`config.mk`:
```
export PLATFORM = sky130hd
export DESIGN_NAME = wdog_timer
export DESIGN_NICKNAME = d
export VERILOG_FILES = /design/src/rtl/wdt_pkg.sv /design/src/rtl/wdt_span_dec.sv /design/src/rtl/wdt_regfile.sv /design/src/rtl/wdt_countdown.sv /design/src/rtl/wdog_timer.sv
export SDC_FILE = /design/constraint.sdc
export NUM_CORES = 1
export LEC_CHECK = 0
export BUFFER_PORTS_ARGS = -buffer_cell sky130_fd_sc_hd__buf_2
export CAP_MARGIN = 10
export CORE_UTILIZATION = 40
export DETAILED_ROUTE_END_ITERATION = 8
export PLACE_DENSITY_LB_ADDON = 0.08
export RECOVER_POWER = 50
export SYNTH_ARGS = -nofsm -noshare
export SYNTH_HDL_FRONTEND = slang
export SYNTH_HIERARCHICAL = 1
export SYNTH_SLANG_ARGS = --single-unit
export TNS_END_PERCENT = 20
```
`constraint.sdc`:
```
create_clock -name clk -period 4.3 [get_ports clk]
set_input_delay 1.075 -clock clk [delete_from_list [all_inputs] [get_ports clk]]
set_output_delay 1.075 -clock clk [all_outputs]
set_load 0.01 [all_outputs]
```
`src/rtl/wdt_pkg.sv`:
```
package wdt_pkg;
  localparam int unsigned OFS_CTRL  = 32'h00;
  localparam int unsigned OFS_RANGE = 32'h04;
  localparam int unsigned OFS_COUNT = 32'h08;
  localparam int unsigned OFS_KICK  = 32'h0C;
  localparam int unsigned KICK_KEY  = 32'h76;

  // Period length in cycles for a select value: 2^(base+sel).
  function automatic logic [63:0] span_of(input int unsigned base, input int unsigned sel);
    return 64'd1 << (base + sel);
  endfunction
endpackage

```
`src/rtl/wdt_span_dec.sv`:
```
module wdt_span_dec #(
  parameter int unsigned SEL_W    = 4,
  parameter int unsigned BASE_EXP = 16,
  parameter int unsigned CNT_W    = 32
) (
  input  logic [SEL_W-1:0] sel,
  output logic [CNT_W-1:0] span
);
  import wdt_pkg::*;
  localparam int unsigned NSEL = 1 << SEL_W;

  logic [CNT_W-1:0] tbl [NSEL];

  for (genvar g = 0; g < NSEL; g++) begin : g_span
    assign tbl[g] = CNT_W'(span_of(BASE_EXP, g));
  end

  assign span = tbl[sel];
endmodule

```
`src/rtl/wdt_regfile.sv`:
```
module wdt_regfile #(
  parameter int unsigned ADDR_W = 8,
  parameter int unsigned DATA_W = 32,
  parameter int unsigned SEL_W  = 4,
  parameter int unsigned CNT_W  = 32
) (
  input  logic              clk,
  input  logic              rst_n,
  input  logic [ADDR_W-1:0] addr,
  input  logic [DATA_W-1:0] wdata,
  input  logic              wr_en,
  input  logic              rd_en,
  output logic [DATA_W-1:0] rdata,
  input  logic [CNT_W-1:0]  cnt_i,
  output logic              en_o,
  output logic [SEL_W-1:0]  top_sel_o,
  output logic [SEL_W-1:0]  init_sel_o,
  output logic              start_o,
  output logic              kick_o
);
  import wdt_pkg::*;

  logic hit_ctrl, hit_range, hit_count, hit_kick;
  logic key_ok;
  logic en_q;
  logic [SEL_W-1:0] top_q, init_q;

  assign hit_ctrl  = addr == ADDR_W'(OFS_CTRL);
  assign hit_range = addr == ADDR_W'(OFS_RANGE);
  assign hit_count = addr == ADDR_W'(OFS_COUNT);
  assign hit_kick  = addr == ADDR_W'(OFS_KICK);
  assign key_ok    = wdata == DATA_W'(KICK_KEY);

  // Enable event: only a disabled block can be started.
  assign start_o = wr_en && hit_ctrl && wdata[0] && !en_q;
  // Restart event: exact key, enabled block.
  assign kick_o  = wr_en && hit_kick && key_ok && en_q;

  always_ff @(posedge clk or negedge rst_n) begin
    if (!rst_n) begin
      en_q   <= 1'b0;
      top_q  <= '0;
      init_q <= '0;
    end else begin
      if (start_o) en_q <= 1'b1;
      if (wr_en && hit_range) begin
        top_q  <= wdata[SEL_W-1:0];
        init_q <= wdata[2*SEL_W-1:SEL_W];
      end
    end
  end

  always_comb begin
    rdata = '0;
    if (rd_en) begin
      if (hit_ctrl)       rdata[0] = en_q;
      else if (hit_range) rdata[2*SEL_W-1:0] = {init_q, top_q};
      else if (hit_count) rdata = DATA_W'(cnt_i);
    end
  end

  assign en_o       = en_q;
  assign top_sel_o  = top_q;
  assign init_sel_o = init_q;


  enable_lock_chk: assert property (@(posedge clk) disable iff (!rst_n) !$fell(en_q))
    else $error("enable dropped without reset");
endmodule

```
`src/rtl/wdt_countdown.sv`:
```
module wdt_countdown #(
  parameter int unsigned CNT_W     = 32,
  parameter int unsigned PULSE_LEN = 8
) (
  input  logic             clk,
  input  logic             rst_n,
  input  logic             en,
  input  logic             start,
  input  logic             kick,
  input  logic [CNT_W-1:0] init_span,
  input  logic [CNT_W-1:0] top_span,
  output logic [CNT_W-1:0] cnt,
  output logic             rst_req
);
  localparam int unsigned PW = $clog2(PULSE_LEN + 1);

  logic [CNT_W-1:0] cnt_q;
  logic [PW-1:0]    pulse_q;
  logic in_pulse, kick_take, at_zero, expire_ev, pulse_end;

  assign in_pulse  = pulse_q != '0;
  assign kick_take = kick && !in_pulse;
  assign at_zero   = cnt_q == '0;
  assign expire_ev = en && !start && !in_pulse && !kick_take && at_zero;
  assign pulse_end = pulse_q == PW'(1);

  always_ff @(posedge clk or negedge rst_n) begin
    if (!rst_n) begin
      cnt_q   <= '0;
      pulse_q <= '0;
    end else if (start) begin
      cnt_q   <= init_span;
      pulse_q <= '0;
    end else if (!en) begin
      cnt_q   <= '0;
      pulse_q <= '0;
    end else if (in_pulse) begin
      pulse_q <= pulse_q - PW'(1);
      if (pulse_end) cnt_q <= top_span;
    end else if (kick_take) begin
      cnt_q <= top_span;
    end else if (expire_ev) begin
      pulse_q <= PW'(PULSE_LEN);
    end else begin
      cnt_q <= cnt_q - CNT_W'(1);
    end
  end

  assign cnt     = cnt_q;
  assign rst_req = in_pulse;


  idle_zero_chk: assert property (@(posedge clk) disable iff (!rst_n) !en |-> cnt_q == '0)
    else $error("count nonzero while disabled");

  tick_down_chk: assert property (@(posedge clk) disable iff (!rst_n)
    (en && !start && !in_pulse && !kick_take && !at_zero) |=> cnt_q == $past(cnt_q) - CNT_W'(1))
    else $error("count did not step down by one");

  req_after_zero_chk: assert property (@(posedge clk) disable iff (!rst_n)
    $rose(rst_req) |-> $past(at_zero))
    else $error("reset request without zero count");

  req_len_chk: assert property (@(posedge clk) disable iff (!rst_n)
    $rose(rst_req) |-> pulse_q == PW'(PULSE_LEN))
    else $error("reset request started short");

  req_end_reload_chk: assert property (@(posedge clk) disable iff (!rst_n)
    $fell(rst_req) |-> cnt_q == $past(top_span))
    else $error("no reload after reset request");
endmodule

```
`src/rtl/wdog_timer.sv`:
```
module wdog_timer #(
  parameter int unsigned ADDR_W    = 8,
  parameter int unsigned DATA_W    = 32,
  parameter int unsigned SEL_W     = 4,
  parameter int unsigned BASE_EXP  = 16,
  parameter int unsigned PULSE_LEN = 8
) (
  input  logic              clk,
  input  logic              rst_n,
  input  logic [ADDR_W-1:0] bus_addr,
  input  logic [DATA_W-1:0] bus_wdata,
  input  logic              bus_wr,
  input  logic              bus_rd,
  output logic [DATA_W-1:0] bus_rdata,
  output logic              rst_req
);
  localparam int unsigned CNT_W = BASE_EXP + (1 << SEL_W);

  logic             en_w, start_w, kick_w;
  logic [SEL_W-1:0] top_sel_w, init_sel_w;
  logic [CNT_W-1:0] top_span_w, init_span_w, cnt_w;

  wdt_regfile #(.ADDR_W(ADDR_W), .DATA_W(DATA_W), .SEL_W(SEL_W), .CNT_W(CNT_W)) u_regs (
    .clk(clk), .rst_n(rst_n), .addr(bus_addr), .wdata(bus_wdata),
    .wr_en(bus_wr), .rd_en(bus_rd), .rdata(bus_rdata), .cnt_i(cnt_w),
    .en_o(en_w), .top_sel_o(top_sel_w), .init_sel_o(init_sel_w),
    .start_o(start_w), .kick_o(kick_w)
  );

  wdt_span_dec #(.SEL_W(SEL_W), .BASE_EXP(BASE_EXP), .CNT_W(CNT_W)) u_top_dec (
    .sel(top_sel_w), .span(top_span_w)
  );

  wdt_span_dec #(.SEL_W(SEL_W), .BASE_EXP(BASE_EXP), .CNT_W(CNT_W)) u_init_dec (
    .sel(init_sel_w), .span(init_span_w)
  );

  wdt_countdown #(.CNT_W(CNT_W), .PULSE_LEN(PULSE_LEN)) u_cnt (
    .clk(clk), .rst_n(rst_n), .en(en_w), .start(start_w), .kick(kick_w),
    .init_span(init_span_w), .top_span(top_span_w), .cnt(cnt_w), .rst_req(rst_req)
  );


  span_onehot_chk: assert property (@(posedge clk) disable iff (!rst_n)
    en_w |-> ($countones(top_span_w) == 1 && $countones(init_span_w) == 1))
    else $error("period decode not a power of two");
endmodule

```
* Yosys cells after proc, flatten, opt, wreduce, memory -nomap -nowiden
Memory sizes are Yosys's and may differ from the RTL's.
Index checks and enable logic that the tools add are counted.
** Word-level totals
- Register bits :: 45
- Latch bits :: 0
- RAM bits :: 0
- ROM bits :: 1024
- Input bits :: 44
- Output and inout bits :: 33
- Word-level logic and storage cells :: 64
- Memories kept :: 2
** Memories
- (name not given) :: words 16, width 32, rd ports 1, clocked after Yosys merged registers in 0, wr ports 0, line wdt_span_dec.sv:18 : assign span = tbl[sel];
- (name not given) :: words 16, width 32, rd ports 1, clocked after Yosys merged registers in 0, wr ports 0, line wdt_span_dec.sv:18
** Cells by class
- $add $sub $neg :: 2
- Multipliers :: 0
- Div/mod/pow operators :: 0
- $lt $le $gt $ge :: 2
- Eq/ne operators :: 9
- Shifts and indexed selects :: 0
- Mux-type cells :: 21
- Bitwise gates (word level) :: 2
- Reductions and logical operators :: 21
** Operators with widths (count)
- $mux 32 :: 12
- $eq 32x7->1 const B :: 1
- $logic_not 32->1 :: 1
- $sub 32x1->32 const B :: 1
- $mux 31 :: 1
- $mux 24 :: 1
- $mux 4 :: 5
- $eq 8x4->1 const B :: 2
- $logic_and 1x1->1 :: 12
- $ge 5x5->1 const B :: 2
- $not 4->5 :: 2
- $eq 8x3->1 const B :: 1
- $logic_not 8->1 :: 1
- $mux 8 :: 1
- $ne 5x2->1 const B :: 1
- $eq 4x1->1 const B :: 1
- $logic_not 1->1 :: 4
- $ne 4x1->1 const B :: 1
- $ne 4x2->1 const B :: 1
- $ne 4x3->1 const B :: 1
- $reduce_and 2->1 :: 2
- $reduce_bool 4->1 :: 1
- $sub 4x1->4 const B :: 1
- $mux 1 :: 1

* Depth between registers and ports, before layout
- Depth after elaboration :: 14
- Gate-level depth with buffers :: 11
- Mapped depth without buffers :: 8

* Cells and area by module
Netlist, hierarchy kept.
** Modules (own cells, without submodules)
- wdt_countdown :: times used 1, cells each 329, area an instance 2610.0 um2
- wdt_regfile :: times used 1, cells each 88, area an instance 785.8 um2
- wdt_span_dec :: times used 2, cells each 37, area an instance 350.3 um2

* Least setup slack after synthesis
OpenSTA, ideal clock, no wires.
- Kind :: in2out
- Start :: input port bus_addr[1]
- End :: output port bus_rdata[10]
- Arrival time :: 1.998 ns
- Data required time :: 3.225 ns
- Path slack :: 1.227 ns
- Stages on the path :: 4
- Path buffers :: 1
- Cell sequence :: nor4_4 > and4_4 > buf_6 > and2_1
** On the way
- Longest elaborated chain between the ends :: 5
** RTL lines
- start, declared :: line wdog_timer.sv:10 : input logic [ADDR_W-1:0] bus_addr,
- $eq 8x4->1 :: line wdt_regfile.sv:30 : assign hit_count = addr == ADDR_W'(OFS_COUNT);
- $mux 32 :: line wdt_regfile.sv:58 : else if (hit_count) rdata = DATA_W'(cnt_i);
- $mux 24 :: line wdt_regfile.sv:57 : else if (hit_range) rdata[2*SEL_W-1:0] = {init_q, top_q};
- $mux 31 (*) :: line wdt_regfile.sv:56 : if (hit_ctrl) rdata[0] = en_q;
- $mux 32 (*) :: line wdt_regfile.sv:55 : if (rd_en) begin
- end, declared :: line wdog_timer.sv:14 : output logic [DATA_W-1:0] bus_rdata,
Mark *: on every way between the ends. The rest lies on a longest branch, timed or not.

* Worst setup path in the final report
- Start :: input port bus_addr[2]
- End :: output port bus_rdata[19]
Same word-level chain as after synthesis.

==> summary.txt <==
Global routing
  – Initial antenna violation count: 0
  – Total GRT Usage: 0.2210
  – Pin count of the biggest net entering global routing: 46
  – Vias in the first global route: roughly 3400
  – First-pass GRT wire length: approximately 18000 µm
  – Remaining Overflow, GRT: 0

Worst setup path
  – Critical Path Sink Type: primary output
  – WP data required: ~3.2 ns
  – WS Path Type: input port to primary output
  – CP Launch Type: input port
  – Critical path cell sequence: clkbuf_1 > nor2b_1 > and4_4 > and2_1 > buf_2
  – Reg2reg path depth: 8
  – Arrival time worst endpoint: 2.45 ns
  – Crit path to: bus_rdata[19]
  – Largest stage delay, worst path: 0.47 ns
  – RR Startpoint: u_cnt/cnt[0]$_DFFE_PN0P_
  – CP max stage cell: nor2b_1
  – Reg2reg setup slack: around 1.1 ns
  – RR Endpoint: u_cnt/cnt[12]$_DFFE_PN0P_
  – Largest fanout on the critical path: 24
  – Worst setup path startpoint: bus_addr[2]

Pwr
  – Maximum VDD drop: 0.1671 mV
  – Power density over the cells: 378.3 nW/µm²
  – LEAKAGE: 2.092 nW
  – Design Power: approximately 1.7 mW

Drt
  – Via density: about 5.6
  – DRT Pass-1 Iters: 6
  – 1st-iter DRT viols: 239
  – Detailed Route WL: roughly 11000 µm
  – DRC viols: 0
  – Antenna Violating Nets Remaining: 0
  – Routed WL per cell: roughly 17 µm
  – Via Count: 3826

Final layout
  – Fillers: 1045
  – Multi-input gate area: between 2000 and 3000 µm²
  – Antenna diode count: 0
  – Nets: 590
  – Area growth from synthesis to layout: 8.705%
  – Sequential cell area: ~1100 µm²
  – Share of cells above drive strength 1: 0.2381
  – Fin util: 0.4514

CTS
  – Clk_lat worst skew: 0.31 ns
  – Reg clk slew, reported paths: about 0.1 ns
  – Post-cts hold buffer count: 0
  – Max clock buf depth: 2
  – CTS Buf Count: 5
  – CTS tree: done
  – Cts repair resizes: 0
  – H-Tree Depth: 2
  – CTS Sinks: 45
  – Post-CTS Setup Inserts: 0
  – Clk root buf: clkbuf_8

Timing
  – Setup tns final: 0 ns
  – Worst-Margin Slew: 2.506 ns
  – Final Critical Period: 3.527 ns
  – Slew Limit Fails: 46
  – Achievable Freq: 0.2835 GHz
  – Final Skew: 0.008686 ns
  – Slew margin rel.: -0.6704
  – # setup viols final: 0
  – Fin. Hold Viols: 0
  – RSZ-0062 raised after global routing: no
  – Fin crit share: 0.8202
  – Setup ws final: approximately 0.77 ns

Floorplanning
  – Top-Level Pins: 77
  – Core Rows: 36
  – Die width: 103.2 µm
  – Starting Density: 0.4153
  – Total core area: 9864 µm²
  – DIE AREA: about 11000 µm²
  – Die height: 103.2 µm

Placement
  – Placer congestion estimate: between 0.8 and 0.9
  – Detail Placement HPWL: 7666 µm
  – Input/output buffers: 76
  – Place WS: 0.6894 ns

Logic synthesis
  – Yosys cell types: 70
  – Top post-synthesis cells by area: dfrtp_1 27%, buf_4 7.5%, nor2_1 5.4%
  – Sequential area share after synthesis: 0.2749
  – Synth Area in Simple Gates: 0.3595
  – Post-synthesis mux area share: 0.02443
  – Async set-reset flop share out of synthesis: 1.000
  – Post-synthesis xor/xnor area fraction: 0.02138
  – Yosys warns: 6
  – List of most frequent post-synthesis cells: 59 x nor2_1, 45 x dfrtp_1, 41 x buf_4
  – Cell count after synthesis: 491
  – EDFF count, synth: 0
  – Yosys top cell area share: 0.2749
  – Synth area leader: dfrtp_1
  – Ys flop type: dfrtp_1
  – Most frequent cell after synthesis: nor2_1
  – Synth Area per Inst: 8.343 µm²
  – Yosys reg bits: 45
  – Post-Synth Adder-Cell Area: 0.003054
  – Mapped Area: slightly above 4000 µm²
  – Compound-Gate Fraction of Synth Area: 0.1979
  – Main combinational cell family by area after synthesis: simple AND/OR/NAND/NOR gates

Min path
  – Hold WC Path Type: register to register

Status
  – Status: complete, but fails checks
  – Violated checks: capacitance limit, slew limit

Flow run
  – Max Cap Viol: 1
## worst min-delay path by stage
stage	startpoint	end	slack [ns]	cells after the start
floorplan	u_cnt/cnt[31]$_DFFE_PN0P_	u_cnt/cnt[31]$_DFFE_PN0P_	0.48	1
finish	u_cnt/pulse_q[0]$_DFFE_PN0P_	u_cnt/pulse_q[0]$_DFFE_PN0P_	0.55	1
global route	u_cnt/pulse_q[0]$_DFFE_PN0P_	u_cnt/pulse_q[0]$_DFFE_PN0P_	0.58	1
global placement	u_cnt/pulse_q[0]$_DFFE_PN0P_	u_cnt/pulse_q[0]$_DFFE_PN0P_	0.52	1
CTS	u_cnt/pulse_q[0]$_DFFE_PN0P_	u_cnt/pulse_q[0]$_DFFE_PN0P_	0.56	1
detailed placement	u_cnt/pulse_q[0]$_DFFE_PN0P_	u_cnt/pulse_q[0]$_DFFE_PN0P_	0.54	1
## routing by layer
layer  track usage  up-vias  routed length, µm
li1              -     1875                  -
met2        0.3687      135               5257
met3       0.02554       10                594
met4       0.04659        0                105
met1        0.3085     1806               5426
met5             0        -                  0
## worst max-delay path, delay by kind of cell
family | cells | cell delay (ns)
AND/OR/NAND/NOR | 3 | 1.11
buffers and inverters | 2 | 0.26
## cells in the final DEF (no fill, tap or decap), types with 6 or more instances in the layout
master,count
a21oi_1,36
a221oi_1,8
a22oi_1,10
a31oi_1,7
and2_1,26
and4b_1,9
and4bb_2,8
buf_2,73
buf_4,8
conb_1,32
dfrtp_1,45
mux2_2,8
nand2_1,31
nand3_1,7
nand4_1,7
nor2_1,58
nor3_1,15
nor4_1,9
nor4b_2,9
o21ai_0,32
or3_1,6
## state kept, by name, summed over array words and instances (netlist names)
name	cells
u_cnt/pulse_q	4
u_regs/en_o	1
u_regs/top_sel_o	4
u_cnt/cnt	32
u_regs/init_sel_o	4
## cell families (layout without fill, tap and decap cells)
family,after synthesis,in the layout
flip-flops,45,45
AND/OR/NAND/NOR,228,228
buffers and inverters,70,95
XOR/XNOR,10,10
multiplexers,9,9
AO/OA/AOI/OAI,126,126
other,2,32
adder cells (fa/ha/maj),1,1
## cell type report
type,instances,share of cell area
clock inverter,3,0.01040
tap,133,0.03737
sequential,45,0.2529
timing repair buffer,84,0.09806
inverter,3,0.002529
multi-input combinational,406,0.5833
clock buffer,5,0.01545
## report_power, final
| part | switching [mW] | leakage (nW) | internal (mW) | total [mW] |
|---|---|---|---|---|
| Combinational | 0.468 | 1.41 | 0.336 | 0.804 |
| Sequential | 0.0791 | 0.623 | 0.461 | 0.540 |
| Clock | 0.167 | 0.0543 | 0.174 | 0.341 |
## per-stage QoR
stage	area (µm²)	std cells	hold WS (ns)
floorplan	4209	521	0.4831
global placement	4353	671	0.5214
detailed placement	4353	671	0.5379
CTS	4468	679	0.5554
global route	4453	679	0.5765
finish	4453	679	0.5490
(Power assumes the default switching activity.)
